### src/rtl/spf_pkg.sv
package spf_pkg;

   // fill state of one stream slot
   typedef enum logic [1:0] {
      SLOT_ISSUE = 2'd0,   // line assigned, request not yet sent
      SLOT_PEND  = 2'd1,   // request sent, data outstanding
      SLOT_FULL  = 2'd2    // data present
   } slot_state_e;

   // lookup sequencer
   typedef enum logic {
      LK_IDLE   = 1'b0,
      LK_SEARCH = 1'b1
   } lk_state_e;

endpackage

### src/rtl/spf_stream.sv
module spf_stream #(
   parameter int ADDR_W = 16,
   parameter int DATA_W = 32,
   parameter int DEPTH  = 4,
   localparam int SLOT_W = $clog2(DEPTH)
) (
   input  logic              clk,
   input  logic              rst_n,
   input  logic [ADDR_W-1:0] lk_line_i,
   input  logic              alloc_i,
   input  logic              adv_i,
   output logic              match_o,
   output logic              match_full_o,
   output logic [DATA_W-1:0] match_data_o,
   output logic              issue_want_o,
   output logic [SLOT_W-1:0] issue_slot_o,
   output logic [ADDR_W-1:0] issue_line_o,
   input  logic              issue_grant_i,
   input  logic              rsp_valid_i,
   input  logic [SLOT_W-1:0] rsp_slot_i,
   input  logic [DATA_W-1:0] rsp_data_i
);
   import spf_pkg::*;

   logic              valid_q;
   logic [SLOT_W-1:0] head_q;
   logic [ADDR_W-1:0] next_q;
   logic [ADDR_W-1:0] line_q [DEPTH];
   logic [DATA_W-1:0] data_q [DEPTH];
   slot_state_e       st_q   [DEPTH];
   logic [DEPTH-1:0]  stale_q;

   logic [SLOT_W-1:0] phys     [DEPTH];  // physical slot of logical position
   logic [SLOT_W-1:0] logi     [DEPTH];  // logical position of physical slot
   logic [ADDR_W-1:0] new_line [DEPTH];
   logic [DEPTH-1:0]  recycle;
   logic [DEPTH-1:0]  rsp_here;
   logic [SLOT_W-1:0] match_pos;

   always_comb begin
      for (int j = 0; j < DEPTH; j++) begin
         phys[j] = head_q + SLOT_W'(j);
         logi[j] = SLOT_W'(j) - head_q;
      end
   end

   // compare against every slot, oldest match wins
   always_comb begin
      match_o      = 1'b0;
      match_full_o = 1'b0;
      match_data_o = '0;
      match_pos    = '0;
      for (int j = DEPTH - 1; j >= 0; j--) begin
         if (valid_q && line_q[phys[j]] == lk_line_i) begin
            match_o      = 1'b1;
            match_pos    = SLOT_W'(j);
            match_full_o = (st_q[phys[j]] == SLOT_FULL);
            match_data_o = data_q[phys[j]];
         end
      end
   end

   // oldest slot still needing a request, blocked while a stale reply is due
   always_comb begin
      issue_want_o = 1'b0;
      issue_slot_o = '0;
      for (int j = DEPTH - 1; j >= 0; j--) begin
         if (valid_q && st_q[phys[j]] == SLOT_ISSUE && !stale_q[phys[j]]) begin
            issue_want_o = 1'b1;
            issue_slot_o = phys[j];
         end
      end
      issue_line_o = line_q[issue_slot_o];
   end

   always_comb begin
      for (int i = 0; i < DEPTH; i++) begin
         rsp_here[i] = rsp_valid_i && (rsp_slot_i == SLOT_W'(i));
         recycle[i]  = alloc_i || (adv_i && (logi[i] <= match_pos));
         new_line[i] = alloc_i ? lk_line_i + ADDR_W'(i + 1)
                               : next_q + ADDR_W'(logi[i]);
      end
   end

   always_ff @(posedge clk or negedge rst_n) begin
      if (!rst_n) begin
         valid_q <= 1'b0;
         head_q  <= '0;
         next_q  <= '0;
         stale_q <= '0;
         for (int i = 0; i < DEPTH; i++) begin
            line_q[i] <= '0;
            data_q[i] <= '0;
            st_q[i]   <= SLOT_ISSUE;
         end
      end else begin
         if (alloc_i) begin
            valid_q <= 1'b1;
            head_q  <= '0;
            next_q  <= lk_line_i + ADDR_W'(DEPTH + 1);
         end else if (adv_i) begin
            head_q  <= head_q + match_pos + 1'b1;
            next_q  <= next_q + ADDR_W'(match_pos) + 1'b1;
         end
         for (int i = 0; i < DEPTH; i++) begin
            if (recycle[i]) begin
               line_q[i]  <= new_line[i];
               st_q[i]    <= SLOT_ISSUE;
               stale_q[i] <= !rsp_here[i] && (stale_q[i] || st_q[i] == SLOT_PEND);
            end else begin
               if (issue_grant_i && issue_slot_o == SLOT_W'(i)) begin
                  st_q[i] <= SLOT_PEND;
               end
               if (rsp_here[i]) begin
                  if (stale_q[i]) begin
                     stale_q[i] <= 1'b0;
                  end else if (st_q[i] == SLOT_PEND) begin
                     st_q[i]   <= SLOT_FULL;
                     data_q[i] <= rsp_data_i;
                  end
               end
            end
         end
      end
   end

endmodule

### src/rtl/spf_rr_arb.sv
module spf_rr_arb #(
   parameter int N = 4,
   localparam int IDX_W = $clog2(N)
) (
   input  logic             clk,
   input  logic             rst_n,
   input  logic [N-1:0]     want_i,
   input  logic             fire_i,
   output logic             any_o,
   output logic [IDX_W-1:0] idx_o
);
   logic [IDX_W-1:0] ptr_q;
   int cand [N];

   always_comb begin
      for (int k = 0; k < N; k++) begin
         cand[k] = int'(ptr_q) + k;
         if (cand[k] >= N) cand[k] = cand[k] - N;
      end
   end

   always_comb begin
      any_o = 1'b0;
      idx_o = '0;
      for (int k = N - 1; k >= 0; k--) begin
         if (want_i[cand[k]]) begin
            any_o = 1'b1;
            idx_o = IDX_W'(cand[k]);
         end
      end
   end

   always_ff @(posedge clk or negedge rst_n) begin
      if (!rst_n) begin
         ptr_q <= '0;
      end else if (fire_i) begin
         ptr_q <= (idx_o == IDX_W'(N - 1)) ? '0 : idx_o + 1'b1;
      end
   end

endmodule

### src/rtl/spf_lru.sv
module spf_lru #(
   parameter int N = 4,
   localparam int IDX_W = $clog2(N)
) (
   input  logic             clk,
   input  logic             rst_n,
   input  logic             touch_i,
   input  logic [IDX_W-1:0] touch_idx_i,
   output logic [IDX_W-1:0] lru_o
);
   // rank 0 = most recent, N-1 = least recent
   logic [IDX_W-1:0] rank_q [N];
   logic [IDX_W-1:0] touched_rank;

   assign touched_rank = rank_q[touch_idx_i];

   always_comb begin
      lru_o = '0;
      for (int i = 0; i < N; i++) begin
         if (rank_q[i] == IDX_W'(N - 1)) lru_o = IDX_W'(i);
      end
   end

   always_ff @(posedge clk or negedge rst_n) begin
      if (!rst_n) begin
         for (int i = 0; i < N; i++) rank_q[i] <= IDX_W'(N - 1 - i);
      end else if (touch_i) begin
         for (int i = 0; i < N; i++) begin
            if (touch_idx_i == IDX_W'(i)) begin
               rank_q[i] <= '0;
            end else if (rank_q[i] < touched_rank) begin
               rank_q[i] <= rank_q[i] + 1'b1;
            end
         end
      end
   end

endmodule

### src/rtl/spf_prefetcher.sv
module spf_prefetcher #(
   parameter int ADDR_W      = 16,
   parameter int DATA_W      = 32,
   parameter int NUM_STREAMS = 4,
   parameter int DEPTH       = 4,
   localparam int SID_W  = $clog2(NUM_STREAMS),
   localparam int SLOT_W = $clog2(DEPTH),
   localparam int ID_W   = SID_W + SLOT_W
) (
   input  logic              clk,
   input  logic              rst_n,
   input  logic              miss_valid,
   input  logic [ADDR_W-1:0] miss_line,
   output logic              miss_ready,
   output logic              res_valid,
   output logic              res_hit,
   output logic [ADDR_W-1:0] res_line,
   output logic [DATA_W-1:0] res_data,
   output logic              mreq_valid,
   input  logic              mreq_ready,
   output logic [ADDR_W-1:0] mreq_line,
   output logic [ID_W-1:0]   mreq_id,
   input  logic              mrsp_valid,
   input  logic [ID_W-1:0]   mrsp_id,
   input  logic [DATA_W-1:0] mrsp_data
);
   import spf_pkg::*;

   // elaboration-time parameter checks
   if (DEPTH < 2 || (DEPTH & (DEPTH - 1)) != 0) begin : g_bad_depth
      $error("DEPTH must be a power of two, at least 2");
   end
   if (NUM_STREAMS < 2 || (NUM_STREAMS & (NUM_STREAMS - 1)) != 0) begin : g_bad_streams
      $error("NUM_STREAMS must be a power of two, at least 2");
   end
   if (ADDR_W < SLOT_W + 2) begin : g_bad_addr
      $error("ADDR_W too narrow for DEPTH");
   end

   lk_state_e         lk_q;
   logic [ADDR_W-1:0] lk_line_q;

   logic [NUM_STREAMS-1:0] s_match, s_full, s_want, s_alloc, s_adv, s_grant, s_rsp;
   logic [DATA_W-1:0]      s_data [NUM_STREAMS];
   logic [SLOT_W-1:0]      s_slot [NUM_STREAMS];
   logic [ADDR_W-1:0]      s_line [NUM_STREAMS];

   logic             any_hit, sel_full, do_adv, do_alloc, mreq_fire, arb_any;
   logic [SID_W-1:0] sel, lru_idx, gidx;
   logic [DATA_W-1:0] sel_data;

   assign miss_ready = (lk_q == LK_IDLE);

   for (genvar s = 0; s < NUM_STREAMS; s++) begin : g_stream
      assign s_alloc[s] = do_alloc && (lru_idx == SID_W'(s));
      assign s_adv[s]   = do_adv && (sel == SID_W'(s));
      assign s_grant[s] = mreq_fire && (gidx == SID_W'(s));
      assign s_rsp[s]   = mrsp_valid && (mrsp_id[ID_W-1:SLOT_W] == SID_W'(s));

      spf_stream #(
         .ADDR_W (ADDR_W),
         .DATA_W (DATA_W),
         .DEPTH  (DEPTH)
      ) u_stream (
         .clk           (clk),
         .rst_n         (rst_n),
         .lk_line_i     (lk_line_q),
         .alloc_i       (s_alloc[s]),
         .adv_i         (s_adv[s]),
         .match_o       (s_match[s]),
         .match_full_o  (s_full[s]),
         .match_data_o  (s_data[s]),
         .issue_want_o  (s_want[s]),
         .issue_slot_o  (s_slot[s]),
         .issue_line_o  (s_line[s]),
         .issue_grant_i (s_grant[s]),
         .rsp_valid_i   (s_rsp[s]),
         .rsp_slot_i    (mrsp_id[SLOT_W-1:0]),
         .rsp_data_i    (mrsp_data)
      );
   end

   // lowest-numbered matching stream is taken
   always_comb begin
      any_hit = 1'b0;
      sel     = '0;
      for (int s = NUM_STREAMS - 1; s >= 0; s--) begin
         if (s_match[s]) begin
            any_hit = 1'b1;
            sel     = SID_W'(s);
         end
      end
   end

   assign sel_full = s_full[sel];
   assign sel_data = s_data[sel];
   assign do_adv   = (lk_q == LK_SEARCH) && any_hit && sel_full;
   assign do_alloc = (lk_q == LK_SEARCH) && !any_hit;

   // a stream being rewritten this cycle does not issue
   spf_rr_arb #(.N(NUM_STREAMS)) u_arb (
      .clk    (clk),
      .rst_n  (rst_n),
      .want_i (s_want & ~(s_alloc | s_adv)),
      .fire_i (mreq_fire),
      .any_o  (arb_any),
      .idx_o  (gidx)
   );

   assign mreq_valid = arb_any;
   assign mreq_fire  = mreq_valid && mreq_ready;
   assign mreq_line  = s_line[gidx];
   assign mreq_id    = {gidx, s_slot[gidx]};

   spf_lru #(.N(NUM_STREAMS)) u_lru (
      .clk         (clk),
      .rst_n       (rst_n),
      .touch_i     (do_adv || do_alloc),
      .touch_idx_i (do_adv ? sel : lru_idx),
      .lru_o       (lru_idx)
   );

   always_ff @(posedge clk or negedge rst_n) begin
      if (!rst_n) begin
         lk_q      <= LK_IDLE;
         lk_line_q <= '0;
         res_valid <= 1'b0;
         res_hit   <= 1'b0;
         res_line  <= '0;
         res_data  <= '0;
      end else begin
         res_valid <= do_adv || do_alloc;
         if (do_adv || do_alloc) begin
            res_hit  <= do_adv;
            res_line <= lk_line_q;
            res_data <= do_adv ? sel_data : '0;
         end
         case (lk_q)
            LK_IDLE: begin
               if (miss_valid) begin
                  lk_q      <= LK_SEARCH;
                  lk_line_q <= miss_line;
               end
            end
            LK_SEARCH: begin
               if (do_adv || do_alloc) lk_q <= LK_IDLE;
            end
            default: lk_q <= LK_IDLE;
         endcase
      end
   end

endmodule

### config.mk
export PLATFORM = sky130hd
export DESIGN_NAME = spf_prefetcher
export DESIGN_NICKNAME = d
export VERILOG_FILES = /design/src/rtl/spf_pkg.sv /design/src/rtl/spf_stream.sv /design/src/rtl/spf_rr_arb.sv /design/src/rtl/spf_lru.sv /design/src/rtl/spf_prefetcher.sv
export SDC_FILE = /design/constraint.sdc
export NUM_CORES = 2
export LEC_CHECK = 0
export BUFFER_PORTS_ARGS = -buffer_cell sky130_fd_sc_hd__buf_4
export CORE_UTILIZATION = 35
export DETAILED_ROUTE_END_ITERATION = 10
export GPL_ROUTABILITY_DRIVEN = 0
export HOLD_SLACK_MARGIN = 0.05
export PLACE_DENSITY = 0.58
export SLEW_MARGIN = 15
export SYNTH_ARGS = -nofsm -noshare
export SYNTH_HDL_FRONTEND = slang
export SYNTH_SLANG_ARGS = --single-unit
### constraint.sdc
create_clock -name clk -period 6.2 [get_ports clk]
set_input_delay 0.31 -clock clk [delete_from_list [all_inputs] [get_ports clk]]
set_output_delay 0.31 -clock clk [all_outputs]
set_load 0.01 [all_outputs]
==> results.sh <==
export IMPL_ios=129
export IMPL_track_usage_pct=26.6
export IMPL_finClkSkew_ns=0.0334
export IMPL_yosysSeqAreaShare_pct=31.3
export IMPL_finalHoldViolCount=0
export IMPL_vias_per_cell=6.03
export IMPL_start_util_pct=35.3
export IMPL_crit_path_end_kind="primary output"
export IMPL_pre_cts_slack_ns=0.00626
export IMPL_required_ns=5.89
export IMPL_root_buffer="clkbuf_16"
export IMPL_worstMarginPinSlew_ns=1.36
export IMPL_r2r_cells=17
export IMPL_violations="setup timing"
export IMPL_synthCells=8547
export IMPL_cts_sinks=969
export IMPL_stdcell_area_sq_um=87800
export IMPL_die_y_um=473
export IMPL_start_kind="flop"
export IMPL_drtPass1Iterations=10
export IMPL_arrival_ns=5.96
export IMPL_design_core_area_sq_um=220000
export IMPL_r2r_end="g_stream[3].u_stream.data_q[98]"
export IMPL_critPathTopFamily="simple AND/OR/NAND/NOR gates"
export IMPL_fin_util_pct=39.9
export IMPL_syn_nets=8703
export IMPL_min_from="mrsp_valid"
export IMPL_gr_total_overflow=0
export IMPL_slew_headroom_pct=8.42
export IMPL_crit_chain="mux2i_1 > xnor2_1 > or4_1 > a222oi_1 > buf_4 > and2_1 > nor4_4 > and2_2 > buf_4 > a31oi_4 > nand2_2 > a222oi_1 > and2_1 > inv_2 > buf_12 > mux2i_1 > buf_4 > mux2i_1 > buf_4"
export IMPL_ys_flop_type="dfrtp_1"
export IMPL_synth_avg_cell_area_sq_um=9.07
export IMPL_antenna_found_initial=19
export IMPL_hold_depth=5
export IMPL_status="complete, but fails checks"
export IMPL_die_width_um=473
export IMPL_totalWireLength_mm=307
export IMPL_critPathBufInv=6
export IMPL_drt_iter0_drc=7952
export IMPL_grt_pass1_vias=67200
export IMPL_critPathKind="reg2out"
export IMPL_cpMostUsedCell="buf_4"
export IMPL_synth_cell_area_sq_um=77500
export IMPL_power_leakage_nw=35.4
export IMPL_critPathMaxFanout=19
export IMPL_setup_violations=15
export IMPL_drv_cap=0
export IMPL_clockBufferDepth=3
export IMPL_grt_max_degree=177
export IMPL_cpPeakStageDelay_ns=0.58
export IMPL_use_met2_pct=39.3
export IMPL_ys_ff_latch=969
export IMPL_hold_end="g_stream[2].u_stream.stale_q[2]"
export IMPL_drt_wirelength_per_cell_um=26.5
export IMPL_grt_pass1_wl_mm=447
export IMPL_slew_viol_final=0
export IMPL_max_freq_mhz=159
export IMPL_period_share_pct=101
export IMPL_post_route_min_period_ns=6.27
export IMPL_placed_area_sq_um=82400
export IMPL_fillCellCount=21800
export IMPL_synth_async_reset_ratio_pct=100
export IMPL_cellPowerDensity_nw_per_um2=424
export IMPL_multi_input_area_sq_um=50300
export IMPL_ys_types=114
export IMPL_die_area_sq_um=223000
export IMPL_peakVddDrop_mv=0.561
export IMPL_synth_warnings=0
export IMPL_drtAntennaViolNets=0
export IMPL_total_power_mw=37.2
export IMPL_rr_startpoint="g_stream[3].u_stream.head_q[1]"
export IMPL_tritoncts="done"
export IMPL_clkLatencyLatePin_ns=0.78
export IMPL_route_detailed_drc=0
export IMPL_vias=69700
export IMPL_port_buffers=128
export IMPL_busiest_layer="met2"
export IMPL_clk_pin_slew_ns=0.06
export IMPL_worst_slack_ns=-0.0730
export IMPL_cts_made_buffers=110
export IMPL_grt_use_met3_pct=7.11
export IMPL_grtUsageMet1_pct=34.3
export IMPL_reg2reg_slack_ns=0.04
export IMPL_htreeDepth=3
export IMPL_hold_ws_ns=0.137
export IMPL_drive_gt1_share_pct=21.7
export IMPL_min_path_type="in2reg"
export IMPL_area_sequential_sq_um=24300
export IMPL_crit_slowest_cell="dfrtp_4"
export IMPL_fin_nets=8657
export IMPL_hpwlAfterDp_mm=215
export IMPL_synth_edf_count=0
export IMPL_rows=172
export IMPL_area_growth_pct=13.2
-- cell families (layout without fill, tap and decap cells) --
kind of cell	after synthesis	in the layout	share of synthesized area (%)
AOI/OAI and AO/OA	1829	1829	14.8
adders and majority gates	99	99	1.79
other	0	13	0
buffers and inverters	859	900	4.89
and+or+nand+nor	2503	2503	14.7
xor gates and xnor gates	578	578	6.53
DFF	969	969	31.3
muxes	1710	1710	26.0
-- per-layer routing --
metal	wire length [um]	vias up
met5	81	-
met4	21900	10
met3	32800	947
met2	130000	3634
met1	122000	34400
li1	-	30700
-- worst register-to-register path: stages (launching register included) --
cell      delay (ns)
dfrtp_4         0.58
mux2i_1         0.48
xnor2_1         0.14
or4_1           0.58
a222oi_1        0.55
buf_4           0.21
and2_1          0.24
a21oi_1         0.08
a221oi_1        0.77
o31ai_2         0.19
a311oi_4        0.32
buf_4           0.17
buf_4           0.41
and2_1          0.37
a21oi_4         0.09
nand2b_2        0.28
buf_12          0.23
mux2_4          0.35
-- sequential cells by signal, summed over array words and instances, names as in the netlist --
signal                     flops
g_stream.u_stream.data_q     512
g_stream.u_stream.line_q     256
lk_q                           1
lk_line_q                     16
res_data                      32
g_stream.u_stream.st_q        32
u_arb.ptr_q                    2
g_stream.u_stream.stale_q     16
u_lru.rank_q                   8
res_valid                      1
res_line                      16
res_hit                        1
g_stream.u_stream.next_q      64
g_stream.u_stream.head_q       8
g_stream.u_stream.valid_q      4
-- cell usage after synthesis (20+ instances only) --
master / n / area [sq um]
buf_2: 121 / 606
a22oi_1: 46 / 345
a311oi_1: 37 / 324
and2_1: 35 / 219
nor2b_1: 104 / 651
mux2_2: 728 / 8200
buf_6: 37 / 417
nor3_1: 88 / 440
nand2_1: 913 / 3430
mux4_2: 142 / 3200
o221ai_1: 42 / 368
nand3_1: 140 / 701
and3_1: 35 / 219
or4_1: 23 / 173
nand4_1: 72 / 450
o21a_1: 33 / 248
fa_1: 20 / 400
inv_1: 107 / 402
or2_2: 25 / 156
or3_1: 27 / 169
mux2_1: 26 / 293
mux2_4: 61 / 916
a221oi_1: 72 / 631
ha_1: 79 / 988
xor2_1: 176 / 1540
a2bb2oi_1: 31 / 272
nand2b_1: 55 / 344
xnor2_1: 402 / 3520
clkbuf_1: 440 / 1650
o21ai_0: 578 / 2890
nor4_1: 27 / 169
nor3b_1: 50 / 375
buf_4: 30 / 225
a21oi_1: 504 / 2520
nor2_1: 828 / 3110
a211oi_1: 201 / 1510
mux2i_1: 750 / 7510
buf_1: 114 / 428
o2111ai_1: 42 / 368
o211ai_1: 61 / 458
dfrtp_1: 965 / 24100
-- power breakdown --
part           leakage (nW)  internal [mW]  switching (mW)  total (mW)
Sequential             12.9           8.27            2.89        11.2
Combinational          20.7           8.04            11.0        19.1
Clock                  1.84           4.00            2.98        6.98
-- cell usage in the layout, fill, tap and decap left out, types with 137 or more instances in the layout --
cell | netlist | final
mux2_2 | 728 | 728
o21ai_0 | 578 | 577
dfrtp_1 | 965 | 947
a211oi_1 | 201 | 199
mux4_2 | 142 | 142
xor2_1 | 176 | 172
nand2_1 | 913 | 904
a21oi_1 | 504 | 485
mux2i_1 | 750 | 745
nor2_1 | 828 | 814
buf_4 | 30 | 471
xnor2_1 | 402 | 382
nand3_1 | 140 | 137
-- through the flow --
stage | cells | TNS (ns)
3_5_place_dp | 11200 | 0
6_report | 11600 | -0.303
4_1_cts | 11500 | -0.00133
2_1_floorplan | 8547 | 0
3_3_place_gp | 11200 | -0.615
5_1_grt | 11600 | -1.26
-- worst max path at each step --
stage | start | to | slack, ns | cells after the start
3_5_place_dp | g_stream[2].u_stream.head_q[1] | mreq_line[0] | 0.006 | 15
2_1_floorplan | g_stream[0].u_stream.head_q[1] | u_lru.rank_q[7] | 0.76 | 21
5_1_grt | g_stream[3].u_stream.head_q[1] | mreq_line[5] | -0.12 | 18
4_1_cts | g_stream[1].u_stream.head_q[0] | mreq_line[13] | -0.001 | 15
3_3_place_gp | g_stream[2].u_stream.head_q[1] | mreq_line[9] | -0.12 | 15
6_report | g_stream[3].u_stream.head_q[1] | mreq_line[3] | -0.07 | 19
-- final cells by class --
type / count / share of cell area (%)
antenna: 13 / 0.0371
clock buffer: 152 / 3.57
clock inverter: 47 / 0.760
inverter: 115 / 0.507
multi-input combinational: 6719 / 57.3
sequential: 969 / 27.7
tap: 2958 / 4.22
timing repair buffer: 586 / 5.96
-- timing repair --
item | in CTS | in global routing
hold endpoints to repair | 606 | 0
setup buffers | 26 | 31
hold buffers | 53 | 0
gates cloned | 1 | 4
resized for setup | 29 | 50
pin swaps | 1 | 15
setup endpoints to repair | 19 | 19
Note: power is estimated with default switching activity, not from simulation.
